<file path="src/rtl/cfgs_pkg.sv">
package cfgs_pkg;
  // protocol engine phases
  typedef enum logic [2:0] {
    PS_IDLE,   // waiting for start
    PS_RX,     // shifting in address or write data
    PS_ACK,    // slave pulls SDA low for the ninth clock
    PS_TX,     // shifting out read data
    PS_MACK    // master answers ACK/NACK
  } ps_e;
endpackage

</file>
<file path="src/rtl/cfgs_line_sync.sv">
module cfgs_line_sync (
  input  logic clk,
  input  logic rst_n,
  input  logic scl_in,
  input  logic sda_in,
  output logic scl_o,
  output logic sda_o,
  output logic scl_rise_o,
  output logic scl_fall_o,
  output logic start_o,
  output logic stop_o
);
  logic [2:0] scl_q, scl_n;
  logic [2:0] sda_q, sda_n;

  always_comb begin
    scl_n = {scl_q[1:0], scl_in};
    sda_n = {sda_q[1:0], sda_in};
  end

  always_ff @(posedge clk or negedge rst_n) begin
    if (!rst_n) begin
      scl_q <= 3'b111;
      sda_q <= 3'b111;
    end else begin
      scl_q <= scl_n;
      sda_q <= sda_n;
    end
  end

  assign scl_o      = scl_q[1];
  assign sda_o      = sda_q[1];
  assign scl_rise_o = scl_q[1] & ~scl_q[2];
  assign scl_fall_o = ~scl_q[1] & scl_q[2];
  assign start_o    = scl_q[1] & scl_q[2] & sda_q[2] & ~sda_q[1];
  assign stop_o     = scl_q[1] & scl_q[2] & ~sda_q[2] & sda_q[1];
endmodule

</file>
<file path="src/rtl/cfgs_proto_fsm.sv">
module cfgs_proto_fsm
  import cfgs_pkg::*;
#(
  parameter int          IDXW  = 6,
  parameter logic [6:0]  ADDR7 = 7'h69
) (
  input  logic            clk,
  input  logic            rst_n,
  input  logic            scl_i,
  input  logic            sda_i,
  input  logic            rise_i,
  input  logic            fall_i,
  input  logic            start_i,
  input  logic            stop_i,
  input  logic [7:0]      rd_data_i,
  output logic [IDXW-1:0] rd_idx_o,
  output logic            wr_en_o,
  output logic [IDXW-1:0] wr_idx_o,
  output logic [7:0]      wr_data_o,
  output logic            sda_oe_o
);
  ps_e             st_q, st_n;
  logic [3:0]      bit_q, bit_n;
  logic [7:0]      sh_q, sh_n;
  logic            rw_q, rw_n;
  logic            aph_q, aph_n;
  logic            nack_q, nack_n;
  logic [IDXW-1:0] cnt_q, cnt_n, cnt_inc;
  logic            oe_q, oe_n;

  assign cnt_inc = (cnt_q == {IDXW{1'b1}}) ? cnt_q : cnt_q + 1'b1;

  always_comb begin
    st_n    = st_q;
    bit_n   = bit_q;
    sh_n    = sh_q;
    rw_n    = rw_q;
    aph_n   = aph_q;
    nack_n  = nack_q;
    cnt_n   = cnt_q;
    wr_en_o = 1'b0;
    if (stop_i) begin
      st_n = PS_IDLE;
    end else if (start_i) begin
      st_n  = PS_RX;
      bit_n = 4'd0;
      aph_n = 1'b1;
      cnt_n = '0;
    end else begin
      unique case (st_q)
        PS_RX: begin
          if (rise_i && bit_q != 4'd8) begin
            sh_n  = {sh_q[6:0], sda_i};
            bit_n = bit_q + 4'd1;
          end else if (fall_i && bit_q == 4'd8) begin
            if (aph_q) begin
              if (sh_q[7:1] == ADDR7) begin
                st_n = PS_ACK;
                rw_n = sh_q[0];
              end else begin
                st_n = PS_IDLE;
              end
            end else begin
              st_n    = PS_ACK;
              wr_en_o = (cnt_q >= IDXW'(2));
            end
          end
        end
        PS_ACK: begin
          if (fall_i) begin
            bit_n = 4'd0;
            aph_n = 1'b0;
            if (aph_q && rw_q) begin
              st_n = PS_TX;
              sh_n = rd_data_i;
            end else begin
              st_n = PS_RX;
              if (!aph_q) cnt_n = cnt_inc;
            end
          end
        end
        PS_TX: begin
          if (fall_i) begin
            if (bit_q == 4'd7) begin
              st_n = PS_MACK;
            end else begin
              sh_n  = {sh_q[6:0], 1'b1};
              bit_n = bit_q + 4'd1;
            end
          end
        end
        PS_MACK: begin
          if (rise_i) begin
            nack_n = sda_i;
          end else if (fall_i) begin
            if (nack_q) begin
              st_n = PS_IDLE;
            end else begin
              st_n  = PS_TX;
              sh_n  = rd_data_i;
              bit_n = 4'd0;
              cnt_n = cnt_inc;
            end
          end
        end
        default: ;
      endcase
    end
    oe_n = (st_n == PS_ACK) || (st_n == PS_TX && !sh_n[7]);
  end

  always_ff @(posedge clk or negedge rst_n) begin
    if (!rst_n) begin
      st_q   <= PS_IDLE;
      bit_q  <= '0;
      sh_q   <= '0;
      rw_q   <= 1'b0;
      aph_q  <= 1'b0;
      nack_q <= 1'b0;
      cnt_q  <= '0;
      oe_q   <= 1'b0;
    end else begin
      st_q   <= st_n;
      bit_q  <= bit_n;
      sh_q   <= sh_n;
      rw_q   <= rw_n;
      aph_q  <= aph_n;
      nack_q <= nack_n;
      cnt_q  <= cnt_n;
      oe_q   <= oe_n;
    end
  end

  assign rd_idx_o  = (st_q == PS_MACK) ? cnt_inc : cnt_q;
  assign wr_idx_o  = cnt_q - IDXW'(2);
  assign wr_data_o = sh_q;
  assign sda_oe_o  = oe_q;

  AST_ACK_AFTER_BYTE: assert property (@(posedge clk) disable iff (!rst_n)
    (st_q == PS_ACK && $past(st_q) != PS_ACK) |-> $past(bit_q) == 4'd8);
  AST_SDA_SCL_LOW: assert property (@(posedge clk) disable iff (!rst_n)
    !$stable(oe_q) |-> !scl_i);
  AST_NACK_RELEASE: assert property (@(posedge clk) disable iff (!rst_n)
    (st_q == PS_MACK && fall_i && nack_q && !start_i && !stop_i) |=> !oe_q);
endmodule

</file>
<file path="src/rtl/cfgs_reg_bank.sv">
module cfgs_reg_bank #(
  parameter int         NUM_REGS    = 21,
  parameter int         IDXW        = 6,
  parameter int         CNT_REG     = 8,
  parameter logic [7:0] CNT_DEFAULT = 8'h08,
  parameter int         PAIR0_LO    = 11,
  parameter int         PAIR1_LO    = 13
) (
  input  logic                  clk,
  input  logic                  rst_n,
  input  logic                  wr_en_i,
  input  logic [IDXW-1:0]       wr_idx_i,
  input  logic [7:0]            wr_data_i,
  input  logic                  xfer_end_i,
  input  logic [IDXW-1:0]       rd_idx_i,
  output logic [7:0]            rd_data_o,
  output logic [NUM_REGS*8-1:0] regs_o,
  output logic [NUM_REGS-1:0]   load_o
);
  logic [NUM_REGS-1:0][7:0] regs_q, nd;
  logic [NUM_REGS-1:0]      ld, ld_q;
  logic [7:0]               sh_q, sh_n;
  logic                     shv_q, shv_n, sh_load;
  int                       w, r;

  always_comb begin
    ld      = '0;
    nd      = regs_q;
    sh_n    = sh_q;
    sh_load = 1'b0;
    shv_n   = shv_q;
    w       = int'(wr_idx_i);
    if (xfer_end_i) shv_n = 1'b0;
    if (wr_en_i && w < NUM_REGS) begin
      if (w == PAIR0_LO || w == PAIR1_LO) begin
        sh_n    = wr_data_i;
        sh_load = 1'b1;
        shv_n   = 1'b1;
      end else if (w == PAIR0_LO + 1 || w == PAIR1_LO + 1) begin
        shv_n = 1'b0;
        if (shv_q) begin
          for (int i = 0; i < NUM_REGS; i++) begin
            if (i == w)     begin ld[i] = 1'b1; nd[i] = wr_data_i; end
            if (i == w - 1) begin ld[i] = 1'b1; nd[i] = sh_q;      end
          end
        end
      end else if (!(w == CNT_REG && wr_data_i == 8'h00)) begin
        for (int i = 0; i < NUM_REGS; i++) begin
          if (i == w) begin ld[i] = 1'b1; nd[i] = wr_data_i; end
        end
      end
    end
  end

  always_ff @(posedge clk or negedge rst_n) begin
    if (!rst_n) begin
      for (int i = 0; i < NUM_REGS; i++)
        regs_q[i] <= (i == CNT_REG) ? CNT_DEFAULT : 8'h00;
      ld_q  <= '0;
      sh_q  <= '0;
      shv_q <= 1'b0;
    end else begin
      for (int i = 0; i < NUM_REGS; i++)
        if (ld[i]) regs_q[i] <= nd[i];
      ld_q  <= ld;
      shv_q <= shv_n;
      if (sh_load) sh_q <= sh_n;
    end
  end

  always_comb begin
    r         = int'(rd_idx_i) - 1;
    rd_data_o = 8'hFF;
    if (rd_idx_i == '0) begin
      rd_data_o = regs_q[CNT_REG];
    end else begin
      for (int i = 0; i < NUM_REGS; i++)
        if (i == r && i < int'(regs_q[CNT_REG])) rd_data_o = regs_q[i];
    end
  end

  assign regs_o = regs_q;
  assign load_o = ld_q;

  AST_CNT_NONZERO: assert property (@(posedge clk) disable iff (!rst_n)
    regs_q[CNT_REG] != 8'h00);
  AST_PAIR_SHADOWED: assert property (@(posedge clk) disable iff (!rst_n)
    (ld[PAIR0_LO + 1] || ld[PAIR1_LO + 1]) |-> $past(shv_q));
  AST_LOAD_AT_MOST_TWO: assert property (@(posedge clk) disable iff (!rst_n)
    $countones(ld_q) <= 2);
endmodule

</file>
<file path="src/rtl/cfg_serial_slave.sv">
module cfg_serial_slave #(
  parameter int         NUM_REGS    = 21,
  parameter logic [6:0] DEV_ADDR    = 7'h69,
  parameter int         CNT_REG     = 8,
  parameter logic [7:0] CNT_DEFAULT = 8'h08,
  parameter int         PAIR0_LO    = 11,
  parameter int         PAIR1_LO    = 13
) (
  input  logic                  clk,
  input  logic                  rst_n,
  input  logic                  scl_in,
  input  logic                  sda_in,
  output logic                  sda_pull_low,
  output logic [NUM_REGS*8-1:0] cfg_regs,
  output logic [NUM_REGS-1:0]   cfg_load
);
  localparam int IDXW = $clog2(NUM_REGS + 3) + 1;

  logic [1:0]      rst_pipe;
  logic            rst_s_n;
  logic            scl_s, sda_s, scl_rise, scl_fall, bus_start, bus_stop;
  logic            wr_en;
  logic [IDXW-1:0] wr_idx, rd_idx;
  logic [7:0]      wr_data, rd_data;

  always_ff @(posedge clk or negedge rst_n) begin
    if (!rst_n) rst_pipe <= 2'b00;
    else        rst_pipe <= {rst_pipe[0], 1'b1};
  end
  assign rst_s_n = rst_pipe[1];

  cfgs_line_sync u_sync (
    .clk        (clk),
    .rst_n      (rst_s_n),
    .scl_in     (scl_in),
    .sda_in     (sda_in),
    .scl_o      (scl_s),
    .sda_o      (sda_s),
    .scl_rise_o (scl_rise),
    .scl_fall_o (scl_fall),
    .start_o    (bus_start),
    .stop_o     (bus_stop)
  );

  cfgs_proto_fsm #(.IDXW(IDXW), .ADDR7(DEV_ADDR)) u_fsm (
    .clk       (clk),
    .rst_n     (rst_s_n),
    .scl_i     (scl_s),
    .sda_i     (sda_s),
    .rise_i    (scl_rise),
    .fall_i    (scl_fall),
    .start_i   (bus_start),
    .stop_i    (bus_stop),
    .rd_data_i (rd_data),
    .rd_idx_o  (rd_idx),
    .wr_en_o   (wr_en),
    .wr_idx_o  (wr_idx),
    .wr_data_o (wr_data),
    .sda_oe_o  (sda_pull_low)
  );

  cfgs_reg_bank #(
    .NUM_REGS(NUM_REGS), .IDXW(IDXW), .CNT_REG(CNT_REG),
    .CNT_DEFAULT(CNT_DEFAULT), .PAIR0_LO(PAIR0_LO), .PAIR1_LO(PAIR1_LO)
  ) u_bank (
    .clk        (clk),
    .rst_n      (rst_s_n),
    .wr_en_i    (wr_en),
    .wr_idx_i   (wr_idx),
    .wr_data_i  (wr_data),
    .xfer_end_i (bus_start | bus_stop),
    .rd_idx_i   (rd_idx),
    .rd_data_o  (rd_data),
    .regs_o     (cfg_regs),
    .load_o     (cfg_load)
  );
endmodule

</file>
<file path="config.mk">
export PLATFORM = sky130hd
export DESIGN_NAME = cfg_serial_slave
export DESIGN_NICKNAME = d
export VERILOG_FILES = /design/src/rtl/cfgs_pkg.sv /design/src/rtl/cfgs_line_sync.sv /design/src/rtl/cfgs_proto_fsm.sv /design/src/rtl/cfgs_reg_bank.sv /design/src/rtl/cfg_serial_slave.sv
export SDC_FILE = /design/constraint.sdc
export NUM_CORES = 1
export LEC_CHECK = 0
export BUFFER_PORTS_ARGS = -buffer_cell sky130_fd_sc_hd__buf_2
export CAP_MARGIN = 10
export CORE_MARGIN = 4
export CORE_UTILIZATION = 40
export DETAILED_ROUTE_END_ITERATION = 10
export PLACE_DENSITY = 0.59
export SETUP_SLACK_MARGIN = 0.1
export SKIP_LAST_GASP = 1
export SYNTH_ARGS = -nofsm -noshare
export SYNTH_HDL_FRONTEND = slang
export SYNTH_HIERARCHICAL = 1
export SYNTH_SLANG_ARGS = --single-unit
</file>
<file path="constraint.sdc">
create_clock -name clk -period 9.15 [get_ports clk]
set_input_delay 0.4575 -clock clk [delete_from_list [all_inputs] [get_ports clk]]
set_output_delay 0.4575 -clock clk [all_outputs]
set_load 0.05 [all_outputs]
</file>
==> results.py <==
metrics = {
    "run_status": {
        "status": "completed",
    },
    "final_layout": {
        "nFillCells": 2602,
        "drive_gt1_share_pct": 35.1,
        "nNetsFinal": 1240,
        "multiInputGateArea_sq_mm": 0.00515,
        "area_delta_synth_final_pct": 19.5,
        "seqCellArea_sq_mm": 0.00579,
        "antenna-diode-count": 0,
    },
    "timing": {
        "fmax_mhz": 199,
        "tns_ns": 0,
        "finalSetupViolations": 0,
        "finalCriticalPeriod_ns": 5.03,
        "rsz0062_at_grt": "false",
        "skew_ns": 0.0328,
        "fin_crit_sh_pct": 54.9,
        "hold_viol_final": 0,
        "maxSlewHeadroom_pct": 20.9,
        "finalMaxSlewViolations": 0,
        "tightest_slew_ns": 1.18,
    },
    "floorplan": {
        "row_count": 61,
        "core-area_sq_mm": 0.0279,
        "die_h_microns": 176,
        "io_pins": 194,
        "die_area_sq_mm": 0.0311,
        "start_util_pct": 40.7,
        "die_w_microns": 176,
    },
    "synth": {
        "synth_area_leaders": "dfrtp_1 (49%), mux2_2 (14%), nand2_1 (2.9%)",
        "ys.flop_type": "dfrtp_1",
        "avgSynthCellArea_sq_um": 10.8,
        "synthCells": 1054,
        "syn_area_sq_mm": 0.0113,
        "ys_ff_latch": 231,
        "async_flop_share_pct": 100,
        "synth_cell_types": 86,
        "syn-num-nets": 1064,
        "yosysTopAreaCell": "dfrtp_1",
        "synth.yosys.warnings": 6,
        "yosysSeqAreaShare_pct": 51.1,
        "synthTopCellsByCount": "dfrtp_1 (224), mux2_2 (142), nand2_1 (89), nor2_1 (72), o21ai_0 (61)",
        "synth_edf_count": 0,
        "synth.most_common_cell": "dfrtp_1",
        "synth_top_cell_area_share_pct": 49.5,
    },
    "clock_network": {
        "cts.repair.resized": 0,
        "root_buffer": "clkbuf_16",
        "clockBufferDepth": 3,
        "cts_buffers": 26,
        "h-tree-depth": 1,
        "clk_latency_ns": 0.55,
        "ctsHoldBuffers": 2,
        "cts_tree": "done",
        "clock-sinks": 231,
        "cts.clk_slew.worst_paths_ns": 0.06,
        "cts_setup_buffers": 0,
    },
    "min_path": {
        "min_path_cells": 1,
        "hp-start": "sda_in",
        "hold_class": "in -> reg",
        "hold_path_end": "u_sync/sda_q[0]",
    },
    "global_routing": {
        "globalRouteOverflowTotal": 0,
        "grt_antenna_before_repair": 0,
        "grt_pass1_vias": 9421,
        "grt_usage_pct": 25.2,
        "grt_max_degree": 74,
        "grt_pass1_wl_microns": 60000,
    },
    "worst_setup_path": {
        "worstPathMaxFanout": 13,
        "regToRegSetupSlack_ns": 4.12,
        "critPathKind": "reg -> reg",
        "critPathRequiredTime_ns": 9.56,
        "cp.arrival_ns": 5.43,
        "r2r_cells": 11,
        "cp-end-kind": "flip-flop",
        "rr_startpoint": "u_fsm/cnt_q[1]",
        "r2r_end": "u_bank/regs_o[146]",
        "startpoint_type": "flip-flop",
    },
    "detailed_routing": {
        "num_vias": 9836,
        "ant_nets": 0,
        "drc": 0,
        "viasPerCell": 6.04,
        "wl_per_cell_microns": 24.8,
        "drt_iter0_markers": 1239,
        "wirelength_microns": 40400,
        "drtPass1Iterations": 6,
    },
    "flow_run": {
        "cap_viol_max_count": 0,
    },
    "place": {
        "globalplace.congestion": 0.951,
        "hpwl_microns": 28400,
        "numPortBuffers": 193,
    },
    "power_and_ir_drop": {
        "ir_drop_v": 0.000157,
        "cellLeakagePower_uw": 0.00692,
        "power.density_mw_per_mm2": 220,
        "finalPower_uw": 2980,
    },
}
==> critical path, cell delays in order (launching register included) <==
cell,delay [ns]
dfrtp_1,0.47
inv_1,0.37
ha_1,0.25
nor3b_1,0.23
xor2_1,0.67
nor4b_1,0.22
nand3_1,0.40
a21oi_1,0.18
a211o_1,0.38
or3_1,0.54
nor4_4,0.76
mux2_2,0.42
==> cells in the final DEF (no fill, tap or decap), drive strengths merged, types with 6 or more instances in the layout <==
cell type    n
a222oi       6
a21o         7
or4          6
dfstp        7
o211ai      11
clkinv      12
nor4        13
inv         37
nor2b        7
or3         10
o21ai       62
o311ai       8
nor2        78
a21oi       36
nand3       20
o21a         6
o221ai       9
nand2b       7
dfrtp      224
clkbuf      33
o22ai       40
nor3        21
nand2       89
nor3b        6
a211oi       6
a31oi       10
ha           6
o22a         8
a22oi       11
buf        214
a211o        7
mux2       144
==> worst max path at each step <==
stage / endpoint / start / cells past startpoint
2_1_floorplan: u_bank/load_o[0] / rst_pipe[1] / 0
3_3_place_gp: u_bank/regs_o[141] / u_fsm/cnt_q[1] / 11
3_5_place_dp: u_bank/regs_o[142] / u_fsm/cnt_q[1] / 11
4_1_cts: u_bank/regs_o[142] / u_fsm/cnt_q[1] / 11
5_1_grt: u_fsm/wr_data_o[2] / u_fsm/cnt_q[0] / 14
6_report: u_bank/regs_o[146] / u_fsm/cnt_q[1] / 11
==> stage by stage <==
step | hold WS [ns] | setup slack [ns] | util, % | instances | area, sq um
floorplan | 0.162 | 2.25 | - | 1054 | 11300
global placement | 0.244 | 4.32 | 45.5 | 1578 | 12700
detailed placement | 0.245 | 4.24 | 45.5 | 1578 | 12700
CTS | 0.00721 | 4.21 | 48.6 | 1628 | 13500
global route | 0.00906 | 3.76 | 48.6 | 1628 | 13500
finish | 0.0348 | 4.12 | 48.6 | 1628 | 13500
==> per-layer routing <==
metal / part of all wire (%) / vias up / GRT usage [%]
met2: 43 / 593 / 37.1
li1: - / 4257 / -
met5: 0 / - / 0
met4: 2.6 / 0 / 6.63
met3: 11 / 75 / 5.48
met1: 43 / 4911 / 37.8
==> sequential cells by signal, indices dropped and copies added (netlist names) <==
name / flops
u_sync/scl_q: 3
u_fsm/sda_oe_o: 1
u_fsm/cnt_q: 6
u_fsm/rw_q: 1
rst_pipe: 2
u_fsm/aph_q: 1
u_sync/sda_q: 3
u_bank/shv_q: 1
u_bank/load_o: 21
u_fsm/st_q: 3
u_fsm/wr_data_o: 8
u_fsm/bit_q: 4
u_bank/sh_q: 8
u_bank/regs_o: 168
u_fsm/nack_q: 1
==> power breakdown <==
group,total (uW),switching (uW),internal [uW]
clock network,1040,434,604
logic,797,578,219
registers,1140,75.3,1070
total,2980,1090,1890
==> final cells by class <==
class                           instances  area share, %
Timing Repair Buffer                  216           8.44
Inverter                               36          0.998
Clock buffer                           33           5.22
Multi-Input combinational cell        719           38.0
Tap cell                              378           3.49
Clock inverter                         15           1.03
Sequential cell                       231           42.8
==> cell families after synthesis <==
| logic type | count (synthesis) | synth area share [%] |
|---|---|---|
| other | 1 | 0.0331 |
| AOI/OAI and AO/OA | 266 | 16.0 |
| and+or+nand+nor | 294 | 13.7 |
| muxes | 144 | 14.3 |
| DFF | 231 | 51.1 |
| xor gates and xnor gates | 8 | 0.618 |
| buffers and inverters | 104 | 3.64 |
| adders and majority gates | 6 | 0.663 |
Power figures use the tool's default switching activity.
